===== src/rtl/wdrain_pkg.sv =====
package wdrain_pkg;
    function automatic int drain_thresh(input int depth, input int num, input int den);
        return ((den - num) * depth) / den;
    endfunction
endpackage


===== src/rtl/wdrain_chan.sv =====
module wdrain_chan #(
    parameter int DEPTH     = 8,
    parameter int DRAIN_NUM = 1,
    parameter int DRAIN_DEN = 2
) (
    input  logic             clk,
    input  logic             rst_n,
    input  logic             step_en,
    input  logic [DEPTH-1:0] valid,
    output logic             mode,
    output logic             mark_set,
    output logic             mark_clr,
    output logic [DEPTH-1:0] marks
);
    localparam int THR = wdrain_pkg::drain_thresh(DEPTH, DRAIN_NUM, DRAIN_DEN);

    typedef struct packed {
        logic             mode;
        logic [DEPTH-1:0] marks;
        logic             set;
        logic             clr;
    } chan_st_t;

    chan_st_t st_q, st_d;
    logic     mode_mid;
    logic     full;
    int       marked_cnt;

    assign full       = &valid;
    assign marked_cnt = int'($countones(st_q.marks & valid));

    always_comb begin
        st_d       = st_q;
        st_d.set   = 1'b0;
        st_d.clr   = 1'b0;
        st_d.marks = st_q.marks & valid;
        mode_mid   = st_q.mode;
        if (step_en) begin
            if (st_q.mode && (marked_cnt <= THR)) begin
                st_d.marks = '0;
                st_d.clr   = 1'b1;
                mode_mid   = 1'b0;
            end
            if (!mode_mid && full) begin
                st_d.marks = valid;
                st_d.set   = 1'b1;
                mode_mid   = 1'b1;
            end
            st_d.mode = mode_mid;
        end
    end

    always_ff @(posedge clk) begin
        if (!rst_n) st_q <= '0;
        else        st_q <= st_d;
    end

    assign mode     = st_q.mode;
    assign mark_set = st_q.set;
    assign mark_clr = st_q.clr;
    assign marks    = st_q.marks;

    a_r2_unmarked_outside: assert property (@(posedge clk) disable iff (!rst_n)
        !st_q.mode |-> (st_q.marks == '0));
    a_r1_enter_needs_full: assert property (@(posedge clk) disable iff (!rst_n)
        (!st_q.mode && !(&valid)) |=> !st_q.mode);
    a_r7_hold_no_step: assert property (@(posedge clk) disable iff (!rst_n)
        !step_en |=> ($stable(st_q.mode) && !st_q.set && !st_q.clr));
    a_r3_marks_follow_valid: assert property (@(posedge clk) disable iff (!rst_n)
        (!step_en && st_q.mode) |=> ((st_q.marks & ~$past(valid)) == '0));
    a_r6_set_means_mode: assert property (@(posedge clk) disable iff (!rst_n)
        st_q.set |-> st_q.mode);
endmodule


===== src/rtl/wdrain_status.sv =====
module wdrain_status #(
    parameter int DEPTH = 8,
    parameter int RLW   = 4,
    parameter int NCORE = 4
) (
    input  logic [DEPTH-1:0] valid,
    input  logic [RLW-1:0]   rd_load,
    input  logic [NCORE-1:0] lowint_mask,
    input  logic [NCORE-1:0] lowint_pend,
    input  logic             intens_valid,
    output logic             wq_empty,
    output logic             wq_full,
    output logic             rq_empty,
    output logic             wq_idle,
    output logic             rq_idle
);
    int  occ;
    logic rd_quiet;

    assign occ      = int'($countones(valid));
    assign wq_empty = (valid == '0);
    assign wq_full  = &valid;
    assign rq_empty = (rd_load == '0);
    assign rd_quiet = intens_valid && (lowint_mask != '0) && ((lowint_mask & lowint_pend) == '0);
    assign rq_idle  = rd_quiet;
    assign wq_idle  = rd_quiet && (occ * 4 >= DEPTH);

    always_comb begin
        a_r8_empty_full_excl: assert (!(wq_empty && wq_full));
        a_r9_idle_implies_rq: assert (!wq_idle || rq_idle);
    end
endmodule


===== src/rtl/wdrain_ctrl.sv =====
module wdrain_ctrl #(
    parameter int NCH       = 2,
    parameter int DEPTH     = 8,
    parameter int DRAIN_NUM = 1,
    parameter int DRAIN_DEN = 2,
    parameter int RLW       = 4,
    parameter int NCORE     = 4,
    parameter int CW        = 16
) (
    input  logic                       clk,
    input  logic                       rst_n,
    input  logic                       step_en,
    input  logic [NCH-1:0][DEPTH-1:0]  wq_valid,
    input  logic [NCH-1:0][RLW-1:0]    rd_load,
    input  logic [NCORE-1:0]           lowint_mask,
    input  logic [NCH-1:0][NCORE-1:0]  lowint_pend,
    input  logic                       intens_valid,
    output logic [NCH-1:0]             wr_mode,
    output logic [NCH-1:0]             mark_set,
    output logic [NCH-1:0]             mark_clr,
    output logic [NCH-1:0][DEPTH-1:0]  wq_marks,
    output logic [NCH-1:0]             wq_empty,
    output logic [NCH-1:0]             wq_full,
    output logic [NCH-1:0]             rq_empty,
    output logic [NCH-1:0]             wq_idle,
    output logic [NCH-1:0]             rq_idle,
    output logic [CW-1:0]              step_count
);
    typedef struct packed {
        logic [CW-1:0] cnt;
    } top_st_t;

    top_st_t top_q, top_d;

    always_comb begin
        top_d = top_q;
        if (step_en) top_d.cnt = top_q.cnt + 1'b1;
    end

    always_ff @(posedge clk) begin
        if (!rst_n) top_q <= '0;
        else        top_q <= top_d;
    end

    assign step_count = top_q.cnt;

    for (genvar c = 0; c < NCH; c++) begin : g_ch
        wdrain_chan #(
            .DEPTH(DEPTH), .DRAIN_NUM(DRAIN_NUM), .DRAIN_DEN(DRAIN_DEN)
        ) u_chan (
            .clk(clk), .rst_n(rst_n), .step_en(step_en),
            .valid(wq_valid[c]), .mode(wr_mode[c]),
            .mark_set(mark_set[c]), .mark_clr(mark_clr[c]), .marks(wq_marks[c])
        );
        wdrain_status #(
            .DEPTH(DEPTH), .RLW(RLW), .NCORE(NCORE)
        ) u_stat (
            .valid(wq_valid[c]), .rd_load(rd_load[c]),
            .lowint_mask(lowint_mask), .lowint_pend(lowint_pend[c]),
            .intens_valid(intens_valid),
            .wq_empty(wq_empty[c]), .wq_full(wq_full[c]), .rq_empty(rq_empty[c]),
            .wq_idle(wq_idle[c]), .rq_idle(rq_idle[c])
        );
    end

    a_r7_step_counts: assert property (@(posedge clk) disable iff (!rst_n)
        step_en |=> (step_count == CW'($past(step_count) + 1'b1)));
    a_r7_count_holds: assert property (@(posedge clk) disable iff (!rst_n)
        !step_en |=> $stable(step_count));
endmodule


===== config.mk =====
export PLATFORM = sky130hd
export DESIGN_NAME = wdrain_ctrl
export DESIGN_NICKNAME = d
export VERILOG_FILES = /design/src/rtl/wdrain_pkg.sv /design/src/rtl/wdrain_chan.sv /design/src/rtl/wdrain_status.sv /design/src/rtl/wdrain_ctrl.sv
export SDC_FILE = /design/constraint.sdc
export NUM_CORES = 1
export LEC_CHECK = 0
export ABC_AREA = 0
export BUFFER_PORTS_ARGS = -buffer_cell sky130_fd_sc_hd__buf_2
export CAP_MARGIN = 25
export CELL_PAD_IN_SITES_DETAIL_PLACEMENT = 1
export CELL_PAD_IN_SITES_GLOBAL_PLACEMENT = 2
export CORE_ASPECT_RATIO = 1.4
export CORE_MARGIN = 2
export CORE_UTILIZATION = 30
export DETAILED_ROUTE_END_ITERATION = 8
export PLACE_DENSITY = 0.9
export SYNTH_ARGS = -nofsm -noshare
export SYNTH_HDL_FRONTEND = slang
export SYNTH_HIERARCHICAL = 1
export SYNTH_SLANG_ARGS = --single-unit
export TNS_END_PERCENT = 10

===== constraint.sdc =====
create_clock -name clk -period 4.7 [get_ports clk]
set_input_delay 0 -clock clk [delete_from_list [all_inputs] [get_ports clk]]
set_output_delay 0 -clock clk [all_outputs]
set_load 0.05 [all_outputs]

==> run summary, run 1 <==
The flow ran to the end, and the final reports show no timing, DRC or antenna violations. The worst pin sits at a relative slew slack of 63.23%. For the pin with the worst max-slew slack, the measured transition is 0.5516 ns.

In this run the worst path has a maximum fanout of 8. For the number of buffers created by CTS, the log shows 5. Adding up every negative setup slack in the final design gives 0 ns. The number of setup buffers added after CTS is 0.

For this configuration, the core starts out at a cell density of 31.15%. Power comes to 0.8822 mW. The run gives 8198 sq um as the core box area.

The critical path is of the reg -> reg type. The tools report the minimum hold slack as 0.03184 ns. The number of nets in the synthesized netlist is 342. The global-route wire length before repair is 11,810 um.

Power spread over the standard cell area amounts to 269.7 nW/um^2. Max-cap violations in this run came to 0. For the worst path arrival time, the log shows 3.96 ns. The run gives 0 as the number of antenna violations at the first check in global routing. Counting along the longest clock path gives a buffer depth of 2.

Input and output buffers added on the ports amount to 87. Setup repair after global routing left no endpoint under its margin. The final critical path takes up 80.62% of the cycle. Timing would allow up to 0.2639 GHz. The vertical die dimension works out to 113.2 um. The maximum clock skew at final layout is 0.002895 ns, and the number of hold buffers added after cts is 0. Sequential elements use 29.79% of the synthesized area. The logs give 0.8225 for the final weighted congestion of routability-driven global placement and 269 for the synthesized instance count. The critical path capture point type is a flop. The clock latency of the later-clocked register in the worst-skew pair is 0.28 ns.

The number of flip-flops and latches in the synthesized netlist came out at 38. For this run, the number of Yosys warnings is 6. Setup slack closes at 0.9108 ns. In this run the static leakage power is 1.577 nW. The quantity of gates resized following cts is 0. The average footprint of a synthesized cell was 9.493 sq um. Most common library cell in the layout ignoring fill and taps: sky130_fd_sc_hd__buf_2.

TritonCTS built the clock tree. The tools report the number of endpoints with negative hold slack in the final report as 0. The clock transition time at the flip-flop clock pins of the worst setup and hold paths was 0.06 ns; the total iterations of the first detailed-routing run was 4. In this run the core area contains 39 standard-cell rows. Global routing used 16.03% of the available tracks. Kind of launch point of the worst setup path: a flop. Path class of the lowest-slack min-delay path: in -> reg.

The logs give 3271 sq um for the area of all placed cells without fillers and 2 for the count of H-tree levels built during CTS. For the number of DRC markers in iteration 0, the log shows 55. The area added between synthesis and finish is 28.07%, and the number of distinct library cell variants in the gate-level netlist after synthesis is 38. The die covers 9277 sq um. The die is 81.98 um wide.

The placed wire-length estimate after detailed placement came out at 5714 um. The logs give 0 for the count of endpoints failing setup in the final report and 0 for the diode insertion count for antenna repair. The final period demand of the worst path is 3.789 ns.

The run gives 0 as the total grt overflow. Prior to clock tree synthesis, the placed netlist has a worst setup slack of 0.9159 ns. The number of routed nets with antenna violations is 0.

After detailed routing, the total wire length is 7047 um. In the routed design, unresolved DRC markers number 0. The summed instance area of the synthesized netlist was 2554 sq um; the via count of the first global-routing pass was 2,478. The routed layout has 2,359 vias.

Routed wirelength normalized by instance count: 15.29 um. The logs give 0 for the final max-slew violation count and 432 for the number of nets in the layout. In the routed layout, each cell is associated on average with a via count of 5.117. The pin count of the biggest net entering global routing was 30. The placed instances occupy a cell area of 3102 sq um.

The number of sinks driven by the clock tree was 38. The cell sitting at the root of the clock tree is a sky130_fd_sc_hd__clkbuf_16. The post-route netlist has 30.36% of its cells at a drive strength greater than 1. At the worst endpoint, the required time is 4.88 ns. The tools report the I/O pin count as 88. In the layout the commonest cells are 87 x sky130_fd_sc_hd__buf_2, 38 x sky130_fd_sc_hd__dfxtp_1, 36 x sky130_fd_sc_hd__inv_1. The tools report the worst IR drop on VDD as 0.1409 mV.
[stage by stage]
| step | std cells | util (%) |
|---|---|---|
| after floorplan | 269 | - |
| after global placement | 454 | 37.84 |
| after detailed placement | 454 | 37.84 |
| after CTS | 461 | 39.90 |
| after global routing | 461 | 39.90 |
| final | 461 | 39.90 |
[worst max-delay path, cell delays in order, from the launching register on]
cell	delay [ns]
sky130_fd_sc_hd__dfxtp_1	0.31
sky130_fd_sc_hd__and2_1	0.18
sky130_fd_sc_hd__fa_1	0.51
sky130_fd_sc_hd__fa_1	0.53
sky130_fd_sc_hd__fa_1	0.49
sky130_fd_sc_hd__ha_1	0.24
sky130_fd_sc_hd__fa_1	0.45
sky130_fd_sc_hd__o21ai_2	0.24
sky130_fd_sc_hd__nand4_1	0.39
sky130_fd_sc_hd__a31o_1	0.35
[layout make-up]
| type | count | area, sq um |
|---|---|---|
| sequential | 38 | 760.7 |
| clock buffer | 6 | 138.9 |
| clock inverter | 1 | 30.03 |
| multi-input combinational | 191 | 1643 |
| tap | 102 | 127.6 |
| fill | 1006 | 4927 |
| inverter | 36 | 135.1 |
| timing repair buffer | 87 | 435.4 |
[state kept, by name (all words and copies together) (netlist names)]
register              count
g_ch.u_chan/mark_clr      2
g_ch.u_chan/mode          2
g_ch.u_chan/marks        16
g_ch.u_chan/mark_set      2
step_count               16
[routing by layer]
layer  vias to the layer above  GRT usage, %  wire, um
met5                         -             0         0
met4                         0         3.778        77
met1                      1162         17.78      2759
met3                         7         3.429       379
li1                       1128             -         -
met2                        62         30.14      3831
[logic make-up after synthesis]
kind of cell             count (synthesis)  synth area share [%]
XOR/XNOR                                12                 4.116
AO/OA/AOI/OAI                           42                 14.35
AND/OR/NAND/NOR                        100                 23.42
buffers and inverters                   40                 5.879
flip-flops                              38                 29.79
multiplexers                             4                 1.568
adder cells (fa/ha/maj)                 33                 20.87
[cells in the mapped netlist]
library cell	count	share of area, %
sky130_fd_sc_hd__a2111oi_2	2	1.2
sky130_fd_sc_hd__a211oi_1	2	0.59
sky130_fd_sc_hd__a21oi_1	6	1.2
sky130_fd_sc_hd__a22oi_1	2	0.59
sky130_fd_sc_hd__a31o_1	16	5.5
sky130_fd_sc_hd__a31oi_1	2	0.49
sky130_fd_sc_hd__a32o_1	2	0.78
sky130_fd_sc_hd__and2_1	18	4.4
sky130_fd_sc_hd__and3_2	1	0.29
sky130_fd_sc_hd__clkbuf_1	4	0.59
sky130_fd_sc_hd__dfxtp_1	38	30
sky130_fd_sc_hd__fa_1	16	13
sky130_fd_sc_hd__ha_1	17	8.3
sky130_fd_sc_hd__inv_1	36	5.3
sky130_fd_sc_hd__mux2i_1	4	1.6
sky130_fd_sc_hd__nand2_1	16	2.4
sky130_fd_sc_hd__nand2b_1	2	0.49
sky130_fd_sc_hd__nand3_1	9	1.8
sky130_fd_sc_hd__nand4_1	10	2.4
sky130_fd_sc_hd__nand4_4	1	0.83
sky130_fd_sc_hd__nor2_1	12	1.8
sky130_fd_sc_hd__nor3_1	9	1.8
sky130_fd_sc_hd__nor4_1	11	2.7
sky130_fd_sc_hd__nor4_2	2	0.98
sky130_fd_sc_hd__nor4_4	1	0.83
sky130_fd_sc_hd__nor4b_1	1	0.34
sky130_fd_sc_hd__nor4bb_1	2	0.78
sky130_fd_sc_hd__o21a_1	2	0.59
sky130_fd_sc_hd__o21ai_0	1	0.20
sky130_fd_sc_hd__o21ai_2	4	1.4
sky130_fd_sc_hd__o221a_4	2	1.6
sky130_fd_sc_hd__o41ai_1	1	0.34
sky130_fd_sc_hd__or2_2	1	0.25
sky130_fd_sc_hd__or3_2	1	0.29
sky130_fd_sc_hd__or3b_1	1	0.34
sky130_fd_sc_hd__or4b_1	2	0.78
sky130_fd_sc_hd__xnor2_1	6	2.1
sky130_fd_sc_hd__xor2_1	6	2.1
[worst paths after layout]
path / from / end / slack [ns] / cells after the start
setup / recovery: g_ch[1].u_chan/marks[0]$_SDFF_PN0_ / g_ch[1].u_chan/marks[4]$_SDFF_PN0_ / 0.91 / 9
hold / removal: wq_valid[13] / g_ch[1].u_chan/mark_set$_SDFF_PN0_ / 0.03 / 3
setup reg to reg: g_ch[1].u_chan/marks[0]$_SDFF_PN0_ / g_ch[1].u_chan/marks[4]$_SDFF_PN0_ / 0.91 / 9
hold reg to reg: step_count[14]$_SDFFE_PN0P_ / step_count[14]$_SDFFE_PN0P_ / 0.47 / 2
[power breakdown]
group	internal [mW]	total [mW]	switching [mW]
logic	0.0639	0.162	0.0981
clock network	0.262	0.392	0.130
registers	0.324	0.328	0.00340
total	0.650	0.882	0.232
Note: power is estimated with default switching activity, not from simulation.
==> run 2, diff against run 1 <==
Settings changed: ABC_AREA 0 to 1, CORE_UTILIZATION 30 to 25, PLACE_DENSITY 0.9 to 0.86.
Clock period 4.7 ns to 3.2 ns, I/O delays scaled along.
==> run 2 against run 1 <==
- highest routed layer unchanged
- largest power group unchanged
- non-clock buffer count grew 20
- flip-flop and latch count did not move
- the run now ends with setup timing left
- critical path type unchanged
- final cell count up 54%
- sequential share of layout area down 3.8 points
==> run summary, run 2 <==
The power density over cell area came out at 336.2 nW/um^2 (+25%). The total iterations of the first detailed-routing run was 4 (unchanged). The path class of the lowest-slack min-delay path is in -> reg. For the post-synthesis net count, the log shows 525 (+54%).

The post-synthesis mux area share is 0% (-1.6 points). The logs give 0 (unchanged) for the final max-slew violation count and 1.353 mW (+53%) for the overall power after layout. The number of cells on the worst hold path is 5 (+2), and the number of routed nets with antenna violations is 0 (unchanged). The adder-cell share of the synthesized area is 17.74% (-3.1 points), and the number of hold buffers added after cts is 0 (unchanged). The count of H-tree levels built during CTS was 2 (unchanged). TritonCTS built the clock tree. The tools report the setup TNS after final layout as -2.868 ns (-2.868 ns). The area share of the largest cell type after synthesis is 25.31% (-4.5 points), and the vertical die dimension is 133.7 um (+18%).

Reported max-cap violation count: 0 (unchanged). The total routing usage reported by global routing came out at 14.57% (-1.5 points). Kind of launch point of the worst setup path: a flop.

The worst-path maximum fanout was 8 (unchanged). The slew at the pin closest to its max-slew limit works out to 0.8330 ns (+0.2814 ns). The number of endpoints with negative hold slack in the final report is 0 (unchanged). The post-synthesis sequential area ratio is 25.31% (-4.5 points). Most common library cell in the layout ignoring fill and taps: sky130_fd_sc_hd__nand2_1. The routed wirelength normalized by instance count works out to 13.15 um (-14%). Main flop type after synthesis: sky130_fd_sc_hd__dfxtp_1. For the pin count of the biggest net entering global routing, the log shows 45 (+50%). Cell with the most instances after synthesis: sky130_fd_sc_hd__nand2_1. The total number of vias is 3,221 (+37%), and the average footprint of a synthesized cell is 6.649 sq um (-30%).

Area share of and/or/nand/nor cells after synthesis: 36.89% (+13 points). Ranked by instance count, the synthesized netlist is headed by 106 x sky130_fd_sc_hd__nand2_1, 92 x sky130_fd_sc_hd__inv_1, 55 x sky130_fd_sc_hd__nor2_1, 38 x sky130_fd_sc_hd__dfxtp_1, 28 x sky130_fd_sc_hd__nand3_1. The worst path arrival time was 3.61 ns (-0.35 ns); the horizontal extent of the die was 96.67 um (+18%). The run gives 2 (unchanged) as the maximum clock insertion buffer count. The share of layout cells above drive strength 1 came out at 30.78% (+0.42 points). The final weighted congestion of routability-driven global placement was 0.8419 (+2.4%). After synthesis, the largest family of logic cells by area is simple AND/OR/NAND/NOR gates. The placement row count is 47 (+21%). For the placed wire-length estimate after detailed placement, the log shows 7542 um (+32%). In the post-synthesis netlist, the biggest area contributors are sky130_fd_sc_hd__dfxtp_1 25%, sky130_fd_sc_hd__nand2_1 13%, sky130_fd_sc_hd__inv_1 11%. Static leakage power: 2.246 nW (+42%).

For the top achievable clock speed, the log shows 0.2920 GHz (+11%). For the number of distinct library cell variants in the gate-level netlist after synthesis, the log shows 27 (-29%). The logs give 11,760 sq um (+43%) for the core box area and 34.21% (-5.7 points) for the post-route core utilization. Count of endpoints failing setup in the final report: 21 (+21). The tools report the routed wire length as 9320 um (+32%). The area added between synthesis and finish works out to 33.89%. I/O pin count: 88 (unchanged). The number of buffers created by CTS is 5 (unchanged). The critical path capture point type is a flop.

The fraction of registers with async set or reset after synthesis is 0% (unchanged). Portion of the clock cycle consumed by the worst path in the final layout: 107.0% (+26 points). The number of sinks driven by the clock tree came out at 38 (unchanged). Setup repair after global routing could not meet its margin everywhere.

The tools report the diode insertion count for antenna repair as 0 (unchanged). The flow ran to the end, but the final reports show violations. The effective utilization at floorplan came out at 25.55% (-5.6 points). In this run the clock root is driven by a sky130_fd_sc_hd__clkbuf_16.

The final reports fail on setup timing. The tools report the global-route wire length before repair as 15,780 um (+34%). The top cell types in the final layout, fill and taps aside, are 102 x sky130_fd_sc_hd__nand2_1, 90 x sky130_fd_sc_hd__inv_1, 87 x sky130_fd_sc_hd__buf_2. The number of DRC markers in iteration 0 was 72 (+31%); the clock transition time at the flip-flop clock pins of the worst setup and hold paths was 0.06 ns (about the same).

The number of enable flip-flop cells after synthesis came out at 0 (unchanged). The critical path is of the reg -> reg type. The total grt overflow came out at 0 (unchanged). The tools report the number of antenna violations at the first check in global routing as 0 (unchanged). The number of flip-flops and latches in the synthesized netlist was 38 (unchanged); the maximum clock skew at final layout was 0.003264 ns (+0.0003686 ns).

The count of cells along the worst register-to-register path was 16 (+7). The run gives 3005 sq um (+18%) as the summed instance area of the synthesized netlist. The number of nets in the layout was 634 (+47%); the compound-cell area share of the yosys netlist was 6.744% (-7.6 points). The tools report the minimum hold slack as 0.08072 ns (+0.04888 ns). The count of port buffers added during placement was 87 (unchanged); the worst endpoint required time was 3.38 ns (-1.50 ns). For the worst IR drop on VDD, the log shows 0.1619 mV (+15%).

Headroom to the max-slew limit: 44.46% (-19 points). The synthesized instance count was 452 (+68%). The post-synthesis share of cell area spent on xor and xnor gates was 0% (-4.1 points); the ratio of routed vias to standard cells was 4.543 (-11%). The logs give 6 (unchanged) for the number of warning messages in the yosys log and 12,930 sq um (+39%) for the overall die area. Of all cell types, the one taking the most synthesized area is sky130_fd_sc_hd__dfxtp_1.

The run gives 0 (unchanged) as the DRC violation count after routing. The clock latency of the later-clocked register in the worst-skew pair came out at 0.28 ns (about the same). The run gives -0.2248 ns (-1.136 ns) as the post-route worst setup slack. The final period demand of the worst path works out to 3.425 ns (-0.3644 ns).

For the via count of the first global-routing pass, the log shows 3,436 (+39%).
## run 2: cell count changes after synthesis, sizes merged, moves of 5 or more
cell   previous run  this run
nand3             9        34
nor2             12        64
a21oi             6        12
buf               0         5
xor2              6         0
o21ai             5        24
and2             18         0
xnor2             6         0
nor4             14         2
inv              36        95
a31o             16         0
nand2            16       120
## run 2: worst paths after layout
check / start / endpoint / slack, ns
max: g_ch[0].u_chan/marks[3]$_SDFF_PN0_ / g_ch[0].u_chan/marks[3]$_SDFF_PN0_ / -0.22
min: wq_valid[7] / g_ch[0].u_chan/marks[7]$_SDFF_PN0_ / 0.08
max reg2reg: g_ch[0].u_chan/marks[3]$_SDFF_PN0_ / g_ch[0].u_chan/marks[3]$_SDFF_PN0_ / -0.22
min reg2reg: step_count[8]$_SDFFE_PN0P_ / step_count[8]$_SDFFE_PN0P_ / 0.48
## run 2: area by class of cell
class | instances | area (sq um)
multi-input combinational | 312 | 1956
inverter | 97 | 364.1
tap | 147 | 183.9
timing repair buffer | 107 | 589.3
sequential | 38 | 783.3
fill | 1534 | 7737
clock inverter | 1 | 5.005
clock buffer | 7 | 142.6
## run 2: timing repair
action | CTS | global route
pin swaps | 10 | 6
cloned | 1 | 0
endpoints found under the setup margin | 22 | 23
buffers inserted | 1 | 1
resized for setup | 10 | 13
## run 2: through the flow
| step | cell area, sq um | cells | worst slack [ns] |
|---|---|---|---|
| 2_1_floorplan | 3038 | 452 | -0.06410 |
| 3_3_place_gp | 3756 | 698 | -0.1144 |
| 3_5_place_dp | 3756 | 698 | -0.2636 |
| 4_1_cts | 3963 | 708 | -0.2431 |
| 5_1_grt | 4024 | 709 | -0.3872 |
| 6_report | 4024 | 709 | -0.2248 |
## run 2: kinds of logic after synthesis
kind of cell / after synthesis
simple gates: 239
compound gates: 39
flops: 38
fa+ha+maj: 33
buf+inv: 103
## run 2: where the power goes
part	internal, mW	total, mW	leakage [nW]	switching [mW]
combinational	0.123	0.352	1.86	0.228
clock	0.309	0.510	0.0739	0.200
sequential	0.481	0.492	0.313	0.0110
## run 2: layer usage
metal | vias up | global-route usage [%] | share of wire, %
met5 | - | 0 | 0
met4 | 0 | 4.617 | 1.7
met3 | 10 | 2.099 | 3.8
met2 | 68 | 28.63 | 55
met1 | 1552 | 15.82 | 39
li1 | 1591 | - | -
## run 2: worst max-delay path, stage by stage, from the launching register on
cell                      delay, ns
sky130_fd_sc_hd__dfxtp_4       0.34
sky130_fd_sc_hd__nand2_2       0.05
sky130_fd_sc_hd__inv_2         0.04
sky130_fd_sc_hd__fa_1          0.55
sky130_fd_sc_hd__fa_1          0.44
sky130_fd_sc_hd__fa_1          0.46
sky130_fd_sc_hd__ha_2          0.20
sky130_fd_sc_hd__fa_1          0.48
sky130_fd_sc_hd__inv_1         0.04
sky130_fd_sc_hd__nand2_1       0.06
sky130_fd_sc_hd__nand3_2       0.11
sky130_fd_sc_hd__nand2_2       0.10
sky130_fd_sc_hd__nand2_2       0.07
sky130_fd_sc_hd__nand2_4       0.14
sky130_fd_sc_hd__nand3_1       0.10
sky130_fd_sc_hd__nand2_1       0.10
sky130_fd_sc_hd__inv_1         0.04
==> run 3, diff against run 2 <==
Settings changed: ABC_AREA 1 to unset, CORE_UTILIZATION 25 to 27, CTS_CLUSTER_SIZE set to 25, PLACE_DENSITY 0.86 to 0.85, SYNTH_HIERARCHICAL 1 to unset.
==> run 3 against run 2 <==
- the run still ends with setup timing left
- die area shrank 13%
- first-iteration DRC count decreased by 53%
- clock power up 7.1%
- clock-buffer cell count fell by 1
- fmax up 5.5%
- global-route usage decreased by 0.080 points
- sequential power decreased by 4.5%
- routed wire length shrank 16%
- sequential share of layout area grew 0.52 points
- setup slack better by 0.18 ns
- critical path type unchanged
- largest power group unchanged
==> run summary, run 3 <==
The run finished, with violations left. The checks that failed: setup timing. The tools report the via count of the first global-routing pass as 2,789 (-19%). The horizontal extent of the die was 90.03 um (-6.9%); the total grt overflow was 0 (unchanged).

The fraction of registers with async set or reset after synthesis came out at 0% (unchanged). The area share of the largest cell type after synthesis came out at 27.19% (+1.9 points). The logs give 308 (-32%) for the synthesized instance count and 0.1551 mV (-4.2%) for the worst IR drop on VDD. For the total number of vias, the log shows 2,534 (-21%).

The cell type with the highest aggregate area in the netlist is sky130_fd_sc_hd__dfxtp_1. The worst path arrival time came out at 3.42 ns (-0.19 ns). The library cell used most frequently in the layout, excluding fill and tap cells, is sky130_fd_sc_hd__buf_2. The logs give 0 (unchanged) for the final max-slew violation count and 8 (-62%) for the count of endpoints failing setup in the final report. Reported max-cap violation count: 0 (unchanged). The run gives 0.3081 GHz (+5.5%) as the top achievable clock speed. Slowest cell on the critical path: sky130_fd_sc_hd__fa_1. The number of sinks driven by the clock tree was 38 (unchanged); the final period demand of the worst path was 3.245 ns (-0.1793 ns). The logs give -0.08393 ns (+0.1796 ns) for the post-place setup slack and 0 (-6) for the number of warning messages in the yosys log. The headroom to the max-slew limit came out at 58.88% (+14 points).

The core box area is 10,240 sq um (-13%). The ratio of routed vias to standard cells is 4.501 (-0.93%), and the count of non-filler cells in the finished layout is 563 (-21%). Count of H-tree levels built during CTS: 2 (unchanged).

The run gives 0 (unchanged) as the number of antenna violations at the first check in global routing. The total routing usage reported by global routing is 14.49% (-0.080 points), and the post-route worst setup slack is -0.04545 ns (+0.1793 ns). The cell sitting at the root of the clock tree is a sky130_fd_sc_hd__clkbuf_16. Yosys attributes the largest share of cell area to sky130_fd_sc_hd__dfxtp_1 27%, sky130_fd_sc_hd__ha_1 16%, sky130_fd_sc_hd__fa_1 11%. Setup repair after global routing could not meet its margin everywhere.

For the overall power after layout, the log shows 1.227 mW (-9.3%). The clock transition time at the flip-flop clock pins of the worst setup and hold paths was 0.06 ns (about the same). Compared with the post-synthesis result, the final layout area differs by 44.10%. The number of enable flip-flop cells after synthesis is 0 (unchanged), and the DRC violation count after routing is 0 (unchanged). The family of cells with the greatest summed delay on the critical path is adder cells. The I/O pin count was 88 (unchanged). The total iterations of the first detailed-routing run is 4 (unchanged).

Average footprint of a synthesized cell: 9.083 sq um (+37%). By instance count, the leading cell after synthesis is sky130_fd_sc_hd__inv_1. The static leakage power is 2.038 nW (-9.3%). The diode insertion count for antenna repair came out at 0 (unchanged). The origin of the worst min-delay path is wq_valid[11]. The tools report the post-synthesis net count as 399 (-24%). STA classifies the critical path startpoint as a flop. The worst setup path is captured at a flop. Worst-path maximum fanout: 8 (unchanged).

The path class of the lowest-slack min-delay path is in -> reg. The number of nets in the layout is 515 (-19%). The vertical die dimension was 124.4 um (-6.9%); the number of routed nets with antenna violations was 0 (unchanged).

The area of all placed cells without fillers was 4031 sq um (+0.19%). The main flop type after synthesis is sky130_fd_sc_hd__dfxtp_1. The routed wire length was 7807 um (-16%).

The run gives 3.38 ns (about the same) as the worst endpoint required time. The startpoint identified for the worst register-to-register timing path is g_ch[1].u_chan.marks[7]$_SDFF_PN0_. The top cell types in the final layout, fill and taps aside, are 87 x sky130_fd_sc_hd__buf_2, 49 x sky130_fd_sc_hd__inv_1, 28 x sky130_fd_sc_hd__ha_1.

The post-route core utilization was 39.37% (+5.2 points); the pin count of the biggest net entering global routing was 24 (-47%). The number of endpoints with negative hold slack in the final report was 0 (unchanged); the overall die area was 11,200 sq um (-13%). The routed wirelength normalized by instance count came out at 13.87 um (+5.5%). By count the netlist is led by 57 x sky130_fd_sc_hd__inv_1, 38 x sky130_fd_sc_hd__dfxtp_1, 35 x sky130_fd_sc_hd__ha_1, 20 x sky130_fd_sc_hd__nor2_1, 18 x sky130_fd_sc_hd__and3_1. Traced cell by cell, the critical path runs through and2_4 > ha_4 > inv_2 > fa_2 > fa_1 > inv_2 > ha_4 > fa_1 > o21ai_2 > nand4b_1 > buf_6 > and3_4 > o21a_1. The run gives 27.32% (+1.8 points) as the effective utilization at floorplan.

The clock latency of the later-clocked register in the worst-skew pair is 0.28 ns (about the same). The run gives 5937 um (-21%) as the placed wire-length estimate after detailed placement. Final weighted congestion of routability-driven global placement: 0.7414 (-12%).

The filler cell count in the final layout was 1,225 (-20%); the number of distinct library cell variants in the gate-level netlist after synthesis was 35 (+30%). The slew at the pin closest to its max-slew limit was 0.6131 ns (-0.2200 ns). The maximum clock skew at final layout is 0.004619 ns (+0.001355 ns), and the placed standard-cell area is 3532 sq um (-6.0%).

The share of layout cells above drive strength 1 works out to 43.76% (+13 points). Summed instance area of the synthesized netlist: 2798 sq um (-6.9%). The tools report the maximum clock insertion buffer count as 2 (unchanged). The portion of the clock cycle consumed by the worst path in the final layout came out at 101.4% (-5.6 points).

The count of port buffers added during placement is 87 (unchanged), and the number of DRC markers in iteration 0 is 34 (-53%). The number of buffers created by CTS is 5 (unchanged), and the number of flip-flops and latches in the synthesized netlist is 38 (unchanged). The maximum cell stage delay along the critical path works out to 0.53 ns (-0.02 ns).

Placement row count: 44 (-6.4%). First element of the critical path: g_ch[1].u_chan.marks[7]$_SDFF_PN0_. The tools report the post-synthesis sequential area ratio as 27.19% (+1.9 points). The power density over cell area came out at 304.4 nW/um^2 (-9.5%).

The number of cells after detailed placement came out at 540 (-23%). The buffer and inverter count on the worst path is 3 (unchanged). The critical path is of the reg -> reg type. TritonCTS built the clock tree. Global-route wire length before repair: 13,130 um (-17%).
==> run 3: changes by cell type after synthesis, moves of 14 or more <==
cell | previous run | this run
sky130_fd_sc_hd__and2_1 | 0 | 16
sky130_fd_sc_hd__and3_1 | 0 | 18
sky130_fd_sc_hd__buf_4 | 3 | 17
sky130_fd_sc_hd__ha_1 | 17 | 35
sky130_fd_sc_hd__inv_1 | 92 | 57
sky130_fd_sc_hd__nand2_1 | 106 | 8
sky130_fd_sc_hd__nand3_1 | 28 | 5
sky130_fd_sc_hd__nor2_1 | 55 | 20
sky130_fd_sc_hd__o21a_1 | 0 | 17
sky130_fd_sc_hd__o21ai_0 | 22 | 4
==> run 3: cell type report <==
class | instances | area [sq um] | share of cell area (%)
repair buffers | 128 | 785.8 | 19.49
inverters | 58 | 217.7 | 5.400
flip-flops and latches | 38 | 805.8 | 19.99
clock buffers | 6 | 150.1 | 3.724
well taps | 138 | 172.7 | 4.283
multi-input cells | 193 | 1887 | 46.80
clock inverters | 2 | 12.51 | 0.3104
==> run 3: layer usage <==
| layer | GRT usage [%] | share of wire, % | vias up |
|---|---|---|---|
| met5 | 0 | 0 | - |
| met4 | 4.887 | 1.7 | 0 |
| met3 | 2.057 | 3.6 | 9 |
| met2 | 29.19 | 57 | 61 |
| met1 | 14.90 | 37 | 1249 |
| li1 | - | - | 1215 |
==> run 3: kinds of logic (layout without fill, tap and decap cells) <==
family / after synthesis / after routing / synth area share [%]
XOR/XNOR: 11 / 11 / 3.444
AND/OR/NAND/NOR: 94 / 94 / 19.86
adder cells (fa/ha/maj): 51 / 51 / 27.10
buffers and inverters: 78 / 194 / 12.75
flip-flops: 38 / 38 / 27.19
AO/OA/AOI/OAI: 33 / 34 / 8.587
multiplexers: 3 / 3 / 1.073
==> run 3: worst reg2reg max path, cell delays in order (launching register included) <==
cell	delay, ns
sky130_fd_sc_hd__dfxtp_4	0.34
sky130_fd_sc_hd__and2_4	0.16
sky130_fd_sc_hd__ha_4	0.25
sky130_fd_sc_hd__inv_2	0.03
sky130_fd_sc_hd__fa_2	0.39
sky130_fd_sc_hd__fa_1	0.53
sky130_fd_sc_hd__inv_2	0.05
sky130_fd_sc_hd__ha_4	0.15
sky130_fd_sc_hd__fa_1	0.48
sky130_fd_sc_hd__o21ai_2	0.09
sky130_fd_sc_hd__nand4b_1	0.16
sky130_fd_sc_hd__buf_6	0.18
sky130_fd_sc_hd__and3_4	0.17
sky130_fd_sc_hd__o21a_1	0.16
==> run 3: through the flow <==
step | TNS (ns) | hold slack [ns]
finish | -0.2718 | 0.06196
global route | -2.318 | 0.07518
CTS | -0.4243 | 0.05294
detailed placement | -1.053 | 0.2632
global placement | -0.1229 | 0.2482
floorplan | -0.03612 | 0.1167
==> run 3: repair_timing <==
| action | 4_1_cts | 5_1_grt |
|---|---|---|
| pin swaps | 13 | 8 |
| setup buffers | 3 | 1 |
| hold endpoints to repair | 11 | 0 |
| setup endpoints to repair | 16 | 20 |
| hold buffers | 11 | 0 |
| gates cloned | 2 | 0 |
| resized for setup | 31 | 17 |
==> run 3: path summary, 6_finish.rpt <==
| path | endpoint | slack (ns) | cells past startpoint |
|---|---|---|---|
| worst max-delay path | g_ch[1].u_chan.marks[4]$_SDFF_PN0_ | -0.05 | 13 |
| worst min-delay path | g_ch[1].u_chan.marks[3]$_SDFF_PN0_ | 0.06 | 3 |
| worst max register to register | g_ch[1].u_chan.marks[4]$_SDFF_PN0_ | -0.05 | 13 |
| worst min register to register | step_count[15]$_SDFFE_PN0P_ | 0.48 | 2 |
==> run 3: power breakdown <==
group | switching (mW) | internal, mW
sequential | 0.00466 | 0.466
clock | 0.209 | 0.337
combinational | 0.126 | 0.0852
total | 0.339 | 0.888
